`src/rtl/nor_erase_pkg.sv`:
```
package nor_erase_pkg;
  localparam logic [7:0] OP_SMALL_A  = 8'h20;
  localparam logic [7:0] OP_SMALL_B  = 8'h21;
  localparam logic [7:0] OP_MID      = 8'h52;
  localparam logic [7:0] OP_SECTOR_A = 8'hD8;
  localparam logic [7:0] OP_SECTOR_B = 8'hDC;
  localparam logic [7:0] OP_WHOLE    = 8'hC7;
  localparam logic [7:0] ERASED_BYTE = 8'hFF;

  typedef enum logic [2:0] {
    EK_NONE, EK_SMALL, EK_MID, EK_SECTOR, EK_WHOLE
  } erase_kind_e;
endpackage

```
`src/rtl/nor_erase_decode.sv`:
```
module nor_erase_decode
  import nor_erase_pkg::*;
#(
  parameter int SMALL_BYTES  = 16,
  parameter int MID_BYTES    = 64,
  parameter int SECTOR_BYTES = 128,
  parameter int SECTOR_COUNT = 4,
  parameter bit HAS_SMALL    = 1'b1,
  parameter bit HAS_MID      = 1'b0,
  parameter int AW           = $clog2(SECTOR_BYTES * SECTOR_COUNT)
) (
  input  logic [7:0]    opcode,
  input  logic [AW-1:0] addr,
  output logic          hit,
  output logic          unsup,
  output logic [AW-1:0] base,
  output logic [AW-1:0] len_m1
);
  localparam int TOTAL_BYTES = SECTOR_BYTES * SECTOR_COUNT;
  localparam logic [AW-1:0] SMALL_M1  = AW'(SMALL_BYTES - 1);
  localparam logic [AW-1:0] MID_M1    = AW'(MID_BYTES - 1);
  localparam logic [AW-1:0] SECTOR_M1 = AW'(SECTOR_BYTES - 1);
  localparam logic [AW-1:0] TOTAL_M1  = AW'(TOTAL_BYTES - 1);

  erase_kind_e kind;

  always_comb begin
    unique case (opcode)
      OP_SMALL_A, OP_SMALL_B:   kind = EK_SMALL;
      OP_MID:                   kind = EK_MID;
      OP_SECTOR_A, OP_SECTOR_B: kind = EK_SECTOR;
      OP_WHOLE:                 kind = EK_WHOLE;
      default:                  kind = EK_NONE;
    endcase
  end

  always_comb begin
    hit    = 1'b1;
    unsup  = 1'b0;
    len_m1 = '0;
    base   = '0;
    unique case (kind)
      EK_SMALL: begin
        len_m1 = SMALL_M1;
        unsup  = !HAS_SMALL;
      end
      EK_MID: begin
        len_m1 = MID_M1;
        unsup  = !HAS_MID;
      end
      EK_SECTOR: len_m1 = SECTOR_M1;
      EK_WHOLE:  len_m1 = TOTAL_M1;
      default:   hit = 1'b0;
    endcase
    // Sizes are powers of two, so masking with the inverted length aligns down.
    if (kind != EK_WHOLE) base = addr & ~len_m1;
  end
endmodule

```
`src/rtl/nor_erase_walker.sv`:
```
module nor_erase_walker
  import nor_erase_pkg::*;
#(
  parameter int AW = 9
) (
  input  logic          clk,
  input  logic          rst,
  input  logic          start,
  input  logic [AW-1:0] start_base,
  input  logic [AW-1:0] start_len_m1,
  output logic          we,
  output logic [AW-1:0] addr,
  output logic [7:0]    wdata,
  output logic          last
);
  logic [AW-1:0] remain;

  always_ff @(posedge clk) begin
    if (rst) begin
      we     <= 1'b0;
      addr   <= '0;
      remain <= '0;
      wdata  <= 8'h00;
    end else if (start) begin
      we     <= 1'b1;
      addr   <= start_base;
      remain <= start_len_m1;
      wdata  <= ERASED_BYTE;
    end else if (we) begin
      if (remain == '0) begin
        we <= 1'b0;
      end else begin
        addr   <= addr + 1'b1;
        remain <= remain - 1'b1;
      end
    end
  end

  assign last = we && (remain == '0);
endmodule

```
`src/rtl/nor_erase_engine.sv`:
```
module nor_erase_engine
  import nor_erase_pkg::*;
#(
  parameter int SMALL_BYTES  = 16,
  parameter int MID_BYTES    = 64,
  parameter int SECTOR_BYTES = 128,
  parameter int SECTOR_COUNT = 4,
  parameter bit HAS_SMALL    = 1'b1,
  parameter bit HAS_MID      = 1'b0,
  parameter int AW           = $clog2(SECTOR_BYTES * SECTOR_COUNT)
) (
  input  logic          clk,
  input  logic          rst,
  input  logic          req_valid,
  input  logic [7:0]    req_opcode,
  input  logic [AW-1:0] req_addr,
  input  logic          wel,
  output logic          busy,
  output logic          done,
  output logic          err_wp,
  output logic          err_size,
  output logic          mem_we,
  output logic [AW-1:0] mem_addr,
  output logic [7:0]    mem_wdata
);
  logic          dec_hit, dec_unsup;
  logic [AW-1:0] dec_base, dec_len_m1;
  logic          accept, start, last;
  logic          size_pend;

  nor_erase_decode #(
    .SMALL_BYTES(SMALL_BYTES), .MID_BYTES(MID_BYTES),
    .SECTOR_BYTES(SECTOR_BYTES), .SECTOR_COUNT(SECTOR_COUNT),
    .HAS_SMALL(HAS_SMALL), .HAS_MID(HAS_MID), .AW(AW)
  ) u_decode (
    .opcode(req_opcode), .addr(req_addr),
    .hit(dec_hit), .unsup(dec_unsup),
    .base(dec_base), .len_m1(dec_len_m1)
  );

  assign accept = req_valid && dec_hit && !mem_we;
  assign start  = accept && wel;

  nor_erase_walker #(.AW(AW)) u_walker (
    .clk(clk), .rst(rst), .start(start),
    .start_base(dec_base), .start_len_m1(dec_len_m1),
    .we(mem_we), .addr(mem_addr), .wdata(mem_wdata), .last(last)
  );

  always_ff @(posedge clk) begin
    if (rst) begin
      done      <= 1'b0;
      err_wp    <= 1'b0;
      err_size  <= 1'b0;
      size_pend <= 1'b0;
    end else begin
      done     <= (accept && !wel) || last;
      err_wp   <= accept && !wel;
      err_size <= (accept && !wel && dec_unsup) || (last && size_pend);
      if (start) size_pend <= dec_unsup;
    end
  end

  assign busy = mem_we;
endmodule

```
`config.mk`:
```
export PLATFORM = sky130hd
export DESIGN_NAME = nor_erase_engine
export DESIGN_NICKNAME = d
export VERILOG_FILES = /design/src/rtl/nor_erase_pkg.sv /design/src/rtl/nor_erase_decode.sv /design/src/rtl/nor_erase_walker.sv /design/src/rtl/nor_erase_engine.sv
export SDC_FILE = /design/constraint.sdc
export NUM_CORES = 1
export LEC_CHECK = 0
export BUFFER_PORTS_ARGS = -buffer_cell sky130_fd_sc_hd__buf_2
export CAP_MARGIN = 20
export CORE_MARGIN = 4
export CORE_UTILIZATION = 54
export DETAILED_ROUTE_END_ITERATION = 8
export PLACE_DENSITY = 0.9
export SETUP_SLACK_MARGIN = 0.2
export SLEW_MARGIN = 20
export SYNTH_ARGS = -nofsm -noshare
export SYNTH_HDL_FRONTEND = slang
export SYNTH_SLANG_ARGS = --single-unit
```
`constraint.sdc`:
```
create_clock -name clk -period 4.1 [get_ports clk]
set_input_delay 0.82 -clock clk [delete_from_list [all_inputs] [get_ports clk]]
set_output_delay 0.82 -clock clk [all_outputs]
set_load 0.005 [all_outputs]
```
==> qor.txt, run 1 <==
R2r startpoint -> u_walker.remain[0]
Mean routed wirelength per cell -> 14.4 µm
Mapped Area -> 1380 µm²
Final Max Slew Viols -> 0
Fin crit period -> 2430 ps
CTS tree -> built
Critical Path RT -> 4330 ps
Vias -> 1235
FILL cells -> 224
Worst-skew pair later-pin latency -> 320 ps
Hold wc startpoint -> size_pend
Setup WS post-layout -> 1670 ps
Seq/Total Area, Yosys -> 34.9%
Distinct cells, synth -> 47
Clk_skew -> 8.16 ps
Layout cells sized above 1 -> 29.5%
RSZ-0062 raised after global routing -> no
Clock Power Share -> 31.9%
Setup violations, final -> 0
CTS Buf Count -> 3
Crit start category -> input port
Slew HR -> 45.7%
Comb pwr share -> 7.6%
CTS clk-pin slew, worst paths -> 130 ps
Top sig layer -> met4
Crit path capture type -> register
Met2 Wirelength -> 1630 µm
Fmax -> 0.412 GHz
Drt drc -> 0
FF-to-FF path depth -> 7
Setup TNS -> 0 ps
Initial antenna violation count -> 0
Reg-to-reg slack, setup -> 1900 ps
Min-Delay Endpoint -> size_pend
Routed met1 length -> 1270 µm
Area Overhead vs Synth -> 11.8%
Switching pwr -> 0.0877 mW
Reg power frac -> 60.5%
Number of flops mapped to enable cells by yosys -> 0
Maximum capacitance violations -> 0
1st-iter DRT viols -> 50
Chip width -> 58.5 µm
Worst Max-Slew Pin Slew -> 811 ps
Worst ir drop on vdd -> 0.000240 V
R2R Path End -> u_walker.addr[7]
CTS Hold Bufs -> 0
DR vias/cell -> 5.80
Final Hold Violating Endpoints -> 0
Max FO, Critical Path -> 13
Chip Height -> 58.5 µm
Top cells by area, synth -> dfxtp_1 (35%), buf_4 (4.9%), nand2_1 (4.6%)
Worst EP arrival -> 2660 ps
Fin crit share -> 59.2%
Antenna diodes -> 0
Overflow after GRT -> 0
Synthesized flop and latch total -> 24
Hold path cells -> 2
Share of the synthesized area in the top cell type -> 34.9%
Post-CTS Resized -> 0
Pin count of the biggest net entering global routing -> 20
Rows -> 18
IO Pins -> 43
Root Driver -> clkbuf_4
Die area -> 3420 µm²
Syn Area/Cell -> 8.89 µm²
Placer Congestion -> 0.809
Mapped Cells -> 155
Fraction of registers with async set/reset -> 0%
First-pass GRT wire length -> 4950 µm
Port buffer count -> 38
Top_reg_cell synth -> dfxtp_1
Worst Hold Margin -> 477 ps
# H-tree levels -> 1
DP Worst Slack -> 1310 ps
Routed wl met3 -> 132 µm
Core area -> 2450 µm²
Ys Warns -> 0
Vias in the first global route -> 1153
Post-CTS Setup Bufs -> 0
Kind of critical path -> input port to register
GR Util All Layers -> 18.2%
Pwr per Cell Area -> 253 nW/µm²
Final net count -> 207
Initial Util -> 56.1%
Drt total wl -> 3080 µm
DRT Pass-1 Iters -> 4
Final antenna-violating net count -> 0
Min-Delay Path Class -> register to register
Switching part of the total power -> 22.5%
Clk buf depth -> 2
Detailed Place HPWL -> 2360 µm
Mapped Nets -> 178
Status -> finished, final reports clean
Yosys top cell by area -> dfxtp_1
P_int -> 0.301 mW
Leakage Power -> 0.641 nW
# clock sinks -> 24
-- layout by cell type (no fill, tap or decap), types with 3 or more instances in the layout --
| master | count |
|---|---|
| clkbuf_4 | 3 |
| nor2b_1 | 3 |
| and4_1 | 4 |
| a21oi_1 | 10 |
| nand3_1 | 4 |
| o21a_1 | 4 |
| nor3_1 | 8 |
| xor2_1 | 3 |
| inv_1 | 3 |
| xnor2_1 | 5 |
| a211oi_1 | 3 |
| buf_2 | 38 |
| nor2_1 | 13 |
| nand2_1 | 17 |
| dfxtp_1 | 24 |
-- cells by family after synthesis --
| family | after synthesis | share of synthesized area, % |
|---|---|---|
| compound gates | 36 | 23.2 |
| xor+xnor | 8 | 5.09 |
| flops | 24 | 34.9 |
| buf+inv | 17 | 8.17 |
| fa+ha+maj | 2 | 1.82 |
| mux | 1 | 0.727 |
| simple gates | 67 | 26.2 |
-- worst max path at each step --
stage,start,to,depth (start not counted)
CTS,req_opcode[6],u_walker.remain[7],6
global placement,req_opcode[6],u_walker.remain[7],6
finish,req_opcode[6],u_walker.remain[7],6
floorplan,req_opcode[4],u_walker.addr[8],6
global route,req_opcode[6],u_walker.remain[7],6
detailed placement,req_opcode[6],u_walker.remain[7],6
-- power by group through the flow --
stage	combinational (mW)	sequential (mW)	clock (mW)
global route	0.0327	0.236	0.131
detailed placement	0.0293	0.241	0
CTS	0.0294	0.235	0.127
finish	0.0296	0.235	0.124
global placement	0.0275	0.240	0
floorplan	0.0176	0.240	0
-- synthesized netlist by cell type (all sizes together), types with 2 or more instances --
cell type  count
a211oi         5
a21oi         11
and4           4
buf           11
clkbuf         3
dfxtp         24
ha             2
inv            3
nand2         17
nand3          5
nand4          2
nor2          15
nor2b          3
nor3           8
nor4           2
o21a           4
o21ai          3
o41a           2
or3            2
or4b           2
xnor2          5
xor2           3
-- layer usage --
metal  global-route usage, %  vias up
met5                       0        -
met4                    7.95        0
met3                    2.41        5
met2                    33.7       33
met1                    20.4      581
li1                        -      616
-- state kept, by name, indices dropped and copies added, names as in the netlist --
register	flops
size_pend	1
done	1
err_wp	1
u_walker.remain	9
u_walker.we	1
u_walker.addr	9
u_walker.wdata	1
err_size	1
-- per-stage QoR --
step / instance area, µm² / total power [mW] / utilization (%) / cells
after CTS: 1540 / 0.392 / 62.7 / 213
after detailed placement: 1500 / 0.270 / 61.3 / 209
after global placement: 1500 / 0.268 / 61.3 / 209
after global routing: 1540 / 0.400 / 62.7 / 213
after floorplan: 1380 / 0.258 / - / 155
final: 1540 / 0.389 / 62.7 / 213
-- worst max-delay path, cell delays in order --
cell,delay (ps)
buf_2,100
nor2b_1,150
and4_1,280
o41ai_4,810
nand2_1,230
o211a_1,250
-- layout make-up --
type	instances	area (µm²)	share of cell area, %
clock buffers	4	36.3	2.36
inverters	3	11.3	0.731
multi-input cells	114	785	50.9
flip-flops and latches	24	480	31.2
well taps	30	37.5	2.44
repair buffers	38	190	12.3
Power figures use the tool's default switching activity.
==> run 2: changes to the inputs <==
--- a/config.mk
+++ b/config.mk
@@ -8,9 +8,9 @@
 export BUFFER_PORTS_ARGS = -buffer_cell sky130_fd_sc_hd__buf_2
 export CAP_MARGIN = 20
 export CORE_MARGIN = 4
-export CORE_UTILIZATION = 54
+export CORE_UTILIZATION = 45
 export DETAILED_ROUTE_END_ITERATION = 8
-export PLACE_DENSITY = 0.9
+export PLACE_DENSITY = 0.8
 export SETUP_SLACK_MARGIN = 0.2
 export SLEW_MARGIN = 20
 export SYNTH_ARGS = -nofsm -noshare
==> constraint.sdc (replaced) <==
create_clock -name clk -period 2 [get_ports clk]
set_input_delay 0.4 -clock clk [delete_from_list [all_inputs] [get_ports clk]]
set_output_delay 0.4 -clock clk [all_outputs]
set_load 0.005 [all_outputs]
==> run 2 against run 1 <==
Against the previous run:
- clock power up 65%
- sequential cell count is the same
- final area is 9.3% higher
- routed wire length increased by 3.0%
- clock skew rose by 2.1 ps
- combinational power grew 130%
- cell count grew 5.2%
- critical path depth grew 2
- count of clock-buffer cells in the layout shrank 1
- critical path type is now register to register
- largest power group unchanged
==> qor.txt, run 2 (same netlist as run 1, synthesis figures left out) <==
CTS clk-pin slew, worst paths -> 130 ps (about the same)
Status -> finished, final reports clean
FF-to-FF path depth -> 8 (+1)
CP max-delay cell -> or4b_4
Placer Congestion -> 0.861 (+6.4%)
Initial Util -> 48.7% (-7.4 points)
Worst path cell trace -> inv_2 > ha_4 > or4b_4 > o21ai_4 > buf_12 > nor3_2 > xnor2_1 > a211oi_2
Min-Delay Endpoint -> u_walker.addr[5]
CTS Hold Bufs -> 0 (unchanged)
Pin count of the biggest net entering global routing -> 19 (-5.0%)
Antenna diodes -> 0 (unchanged)
Reg-to-reg slack, setup -> 180 ps (-1720 ps)
Setup WS post-layout -> 176 ps (-1490 ps)
Leakage Power -> 0.702 nW (+9.5%)
Final net count -> 218 (+5.3%)
Largest delay share family, worst path -> simple AND/OR/NAND/NOR gates
Fin crit share -> 91.2%
Commonest non-fill, non-tap cell in the layout -> buf_2
Fin crit period -> 1820 ps
CP peak stage delay -> 520 ps (-290 ps)
Final antenna-violating net count -> 0 (unchanged)
Total power -> 0.754 mW (+94%)
Chip width -> 63.3 µm (+8.2%)
Top flop regs -> u_walker.addr (9), u_walker.remain (9)
DRT Pass-1 Iters -> 4 (unchanged)
CTS Buf Count -> 3 (unchanged)
Port buffer count -> 38 (unchanged)
Area Overhead vs Synth -> 22.2%
Drt total wl -> 3170 µm (+3.0%)
CTS tree -> built
Final Max Slew Viols -> 0 (unchanged)
Clk_skew -> 10.2 ps (+2.09 ps)
Worst ir drop on vdd -> 0.000416 V (+73%)
Vias in the first global route -> 1198 (+3.9%)
Worst Max-Slew Pin Slew -> 568 ps (-243 ps)
Worst EP arrival -> 2070 ps (-590 ps)
Layout cells sized above 1 -> 40.9% (+11 points)
Initial antenna violation count -> 0 (unchanged)
Clk buf depth -> 2 (unchanged)
GR Util All Layers -> 15.9% (-2.3 points)
Root Driver -> clkbuf_4
Hold wc startpoint -> req_addr[5]
Kind of critical path -> register to register
DP Worst Slack -> -10.7 ps (-1320 ps)
# H-tree levels -> 1 (unchanged)
Critical Path RT -> 2240 ps (-2090 ps)
Final Hold Violating Endpoints -> 0 (unchanged)
Slew HR -> 61.6% (+16 points)
DR vias/cell -> 5.67 (-2.3%)
Core area -> 2830 µm² (+15%)
Crit path capture type -> register
Vias -> 1269 (+2.8%)
WP buf/inv -> 2 (+1)
Worst-skew pair later-pin latency -> 310 ps (about the same)
Drt drc -> 0 (unchanged)
Crit start category -> register
Rows -> 19 (+1)
Fmax -> 0.548 GHz
R2r startpoint -> u_walker.remain[1]
Post-route cell area -> 1680 µm² (+9.3%)
Non-filler cells, final -> 224 (+5.2%)
Chip Height -> 63.3 µm (+8.2%)
Min-Delay Path Class -> input port to register
1st-iter DRT viols -> 85 (+70%)
Commonest cells after routing, fill and taps aside -> buf_2 (38), dfxtp_1 (22), nand2_1 (16)
IO Pins -> 43 (unchanged)
Detailed Place HPWL -> 2450 µm (+3.7%)
Mean routed wirelength per cell -> 14.1 µm (-2.1%)
Maximum capacitance violations -> 0 (unchanged)
First-pass GRT wire length -> 5260 µm (+6.1%)
RSZ-0062 raised after global routing -> yes
Overflow after GRT -> 0 (unchanged)
Pwr per Cell Area -> 448 nW/µm² (+77%)
Core Util, Final -> 59.5% (-3.3 points)
Setup violations, final -> 0 (unchanged)
Placed inst area -> 1580 µm² (+5.0%)
Hold path cells -> 3 (+1)
R2R Path End -> u_walker.addr[7]
# clock sinks -> 24 (unchanged)
Die area -> 4010 µm² (+17%)
Max FO, Critical Path -> 10 (-3)
Placed insts -> 216 (+3.3%)
-- run 2: cell types whose count changed in the layout (fill, tap and decap cells not counted), moves of 2 or more --
| cell | change |
|---|---|
| nor3_2 | +3 |
| a211oi_1 | -2 |
| dfxtp_2 | +2 |
| inv_1 | -2 |
| inv_2 | +2 |
| nor3_1 | -3 |
| buf_4 | +10 |
| a211oi_2 | +2 |
| dfxtp_1 | -2 |
-- run 2: power breakdown --
part	internal [mW]	switching (mW)
Sequential	0.480	0.00240
Combinational	0.0310	0.0367
Clock	0.0703	0.134
-- run 2: final cells by class --
class / instances / area [µm²]
clock buffers: 3 / 22.5
fillers: 236 / 1150
inverters: 3 / 11.3
multi-input cells: 114 / 842
flip-flops and latches: 24 / 483
well taps: 31 / 38.8
repair buffers: 49 / 285
-- run 2: metrics by stage --
step / hold slack (ps) / TNS [ps]
after floorplan: 436 / 0
after global placement: 445 / 0
after detailed placement: 448 / -35.4
after CTS: 321 / 0
after global routing: 316 / 0
final: 323 / 0
-- run 2: layer usage --
layer | up-vias | GRT usage (%) | wire (µm)
met1 | 587 | 18.0 | 1310
met4 | 0 | 2.96 | 47
met3 | 6 | 4.80 | 170
met5 | - | 0 | 0
met2 | 38 | 29.2 | 1640
li1 | 638 | - | -
-- run 2: worst register-to-register path: stages (launching register included) --
cell,delay (ps)
dfxtp_2,350
inv_2,60
ha_4,140
or4b_4,520
o21ai_4,180
buf_12,150
nor3_2,40
xnor2_1,130
a211oi_2,200
-- run 2: worst max-delay path by stage --
stage | startpoint | end | slack (ps) | depth (start not counted)
2_1_floorplan | u_walker.remain[0] | u_walker.addr[7] | 210 | 8
3_3_place_gp | req_opcode[4] | u_walker.remain[8] | 40 | 6
3_5_place_dp | req_opcode[6] | u_walker.addr[7] | -10 | 7
4_1_cts | u_walker.remain[0] | u_walker.addr[7] | 150 | 8
5_1_grt | u_walker.remain[1] | u_walker.addr[8] | 90 | 8
6_report | u_walker.remain[1] | u_walker.addr[7] | 180 | 8
-- run 2: what timing repair did --
item                                    in CTS  in global routing
endpoints found under the setup margin      18                 18
gates resized for setup                      2                  7
buffers inserted                             3                  2
gates cloned                                 0                  0
pin swaps                                    3                  1
==> run 3: changes to the inputs <==
--- a/config.mk
+++ b/config.mk
@@ -7,6 +7,7 @@
 export LEC_CHECK = 0
 export BUFFER_PORTS_ARGS = -buffer_cell sky130_fd_sc_hd__buf_2
 export CAP_MARGIN = 20
+export CORE_ASPECT_RATIO = 0.75
 export CORE_MARGIN = 4
 export CORE_UTILIZATION = 45
 export DETAILED_ROUTE_END_ITERATION = 8
==> run 3 against run 2 <==
Against the previous run:
- sequential share of layout area fell by 2.3 points
- cell count rose by 8.0%
- via count rose by 5.9%
- final area rose by 8.8%
- sequential cell count did not move
- hold slack improved by 40 ps
- sequential power barely moved
- routed wire length rose by 11%
- clock power rose by 110%
- worst setup slack barely moved
- count of clock-buffer cells in the layout did not move
- largest cell class unchanged
- highest routed layer unchanged
==> qor.txt, run 3 (same netlist as run 1, synthesis figures left out) <==
Mean routed wirelength per cell -> 14.5 µm (+2.9%)
Reg power frac -> 48.8% (-15 points)
Worst Hold Margin -> 363 ps (+40.1 ps)
Worst-skew pair later-pin latency -> 280 ps (-30 ps)
Setup TNS -> 0 ps (unchanged)
Fmax -> 0.548 GHz (about the same)
CTS clk-pin slew, worst paths -> 80 ps (-50 ps)
Final Hold Violating Endpoints -> 0 (unchanged)
Initial antenna violation count -> 0 (unchanged)
# clock sinks -> 24 (unchanged)
Max FO, Critical Path -> 10 (unchanged)
Kind of critical path -> register to register
Setup WS post-layout -> 177 ps (+0.286 ps)
Top flop regs -> u_walker.addr (9), u_walker.remain (9)
Min-Delay Path Class -> input port to register
First-pass GRT wire length -> 5180 µm (-1.6%)
Hold path cells -> 3 (unchanged)
Pwr per Cell Area -> 540 nW/µm² (+20%)
Fin crit period -> 1820 ps (-0.286 ps)
GR Util All Layers -> 16.3% (+0.44 points)
IO Pins -> 43 (unchanged)
Commonest non-fill, non-tap cell in the layout -> buf_2
Drt drc -> 0 (unchanged)
Initial Util -> 46.9% (-1.8 points)
Drt total wl -> 3520 µm (+11%)
FF-to-FF path depth -> 6 (-2)
Rows -> 17 (-2)
Leakage Power -> 0.764 nW (+8.9%)
Clock Power Share -> 44.0% (+17 points)
Worst EP arrival -> 1980 ps (-90 ps)
Core area -> 2940 µm² (+3.8%)
Switching pwr -> 0.207 mW (+20%)
Slew HR -> 65.0% (+3.4 points)
Placer Congestion -> 0.826 (-4.0%)
CTS Buf Count -> 3 (unchanged)
Fin crit share -> 91.2% (about the same)
1st-iter DRT viols -> 79 (-7.1%)
Status -> finished, final reports clean
Chip Height -> 55.9 µm (-12%)
RSZ-0062 raised after global routing -> yes
Chip width -> 71.9 µm (+14%)
R2R Path End -> u_walker.remain[5]
Port buffer count -> 38 (unchanged)
FILL cells -> 235 (-0.42%)
Detailed Place HPWL -> 2360 µm (-3.8%)
Vias -> 1344 (+5.9%)
Setup violations, final -> 0 (unchanged)
Final net count -> 228 (+4.6%)
Critical Path RT -> 2160 ps (-80 ps)
DR vias/cell -> 5.55 (-2.0%)
Commonest cells after routing, fill and taps aside -> buf_2 (38), dfxtp_1 (22), buf_4 (17)
Min-Delay Endpoint -> u_walker.addr[4]
Reg-to-reg slack, setup -> 180 ps (about the same)
CTS Hold Bufs -> 0 (unchanged)
Overflow after GRT -> 0 (unchanged)
Comb pwr share -> 7.2% (-1.8 points)
Hold wc startpoint -> req_addr[4]
Vias in the first global route -> 1160 (-3.2%)
Die area -> 4020 µm² (+0.23%)
Final antenna-violating net count -> 0 (unchanged)
Final Max Slew Viols -> 0 (unchanged)
CP startpoint -> u_walker.remain[0]
CTS tree -> built
Crit path capture type -> register
Layout cells sized above 1 -> 45.6% (+4.7 points)
Area Overhead vs Synth -> 33.0%
Clk_skew -> 7.54 ps (-2.71 ps)
Worst Max-Slew Pin Slew -> 518 ps (-49.8 ps)
P_int -> 0.781 mW (+34%)
Root Driver -> clkbuf_8
Maximum capacitance violations -> 0 (unchanged)
R2r startpoint -> u_walker.remain[0]
Worst ir drop on vdd -> 0.000322 V (-23%)
Clk buf depth -> 2 (unchanged)
Pin count of the biggest net entering global routing -> 19 (unchanged)
Switching part of the total power -> 20.9% (-2.0 points)
DP Worst Slack -> -20.1 ps (-9.45 ps)
# H-tree levels -> 1 (unchanged)
DRT Pass-1 Iters -> 4 (unchanged)
Crit start category -> register
Antenna diodes -> 0 (unchanged)
[run 3: changes by cell type in the layout (fill, tap and decap cells not counted), moves of 2 or more]
cell      previous run  this run
buf_6                0         4
clkbuf_4             3         0
a21oi_2              1         3
a21oi_1             10         8
buf_4               10        17
clkbuf_8             0         3
[run 3: layer usage]
metal  GRT usage (%)  vias up  share of wire (%)
li1                -      660                  -
met1            19.2      649                 43
met2            29.2       30                 50
met3            4.15        5                5.7
met4            4.02        0                1.2
met5               0        -                  0
[run 3: worst max-delay path, stage by stage, from the launching register on]
cell and delay [ps]:
dfxtp_2 330, inv_2 70, ha_4 120, or4b_4 510
o21a_2 320, nor3_1 290, nor2_1 80
[run 3: power groups by stage]
| stage | logic [mW] | clock network (mW) | registers (mW) |
|---|---|---|---|
| finish | 0.0714 | 0.435 | 0.482 |
| global route | 0.0784 | 0.455 | 0.482 |
| CTS | 0.0671 | 0.433 | 0.482 |
| detailed placement | 0.0645 | 0 | 0.493 |
| global placement | 0.0637 | 0 | 0.493 |
| floorplan | 0.0371 | 0 | 0.493 |
[run 3: timing repair]
action / 4_1_cts / 5_1_grt
setup buffers: 8 / 5
gates resized for setup: 6 / 10
endpoints found under the hold margin: 0 / 0
pin swaps: 4 / 9
setup endpoints to repair: 16 / 15
[run 3: through the flow]
step | total power, mW | instance area (µm²) | util, % | instances
final | 0.988 | 1830 | 62.4 | 242
after global routing | 1.02 | 1830 | 62.4 | 242
after CTS | 0.982 | 1750 | 59.6 | 237
after detailed placement | 0.558 | 1600 | 54.6 | 225
after global placement | 0.557 | 1600 | 54.6 | 225
after floorplan | 0.530 | 1410 | - | 155
[run 3: final cells by class]
type | instances | area (µm²) | share of cell area (%)
flip-flops and latches | 24 | 483 | 26.4
multi-input cells | 114 | 856 | 46.7
well taps | 38 | 47.5 | 2.60
clock buffers | 3 | 41.3 | 2.25
repair buffers | 59 | 363 | 19.8
clock inverters | 1 | 30.0 | 1.64
inverters | 3 | 11.3 | 0.615
[run 3: how the worst max path moves through the flow]
stage                          to  slack [ps]
6_report       u_walker.remain[5]         180
3_5_place_dp     u_walker.addr[8]         -20
3_3_place_gp   u_walker.remain[7]           6
2_1_floorplan    u_walker.addr[7]         210
4_1_cts          u_walker.addr[7]         150
5_1_grt          u_walker.addr[7]          90
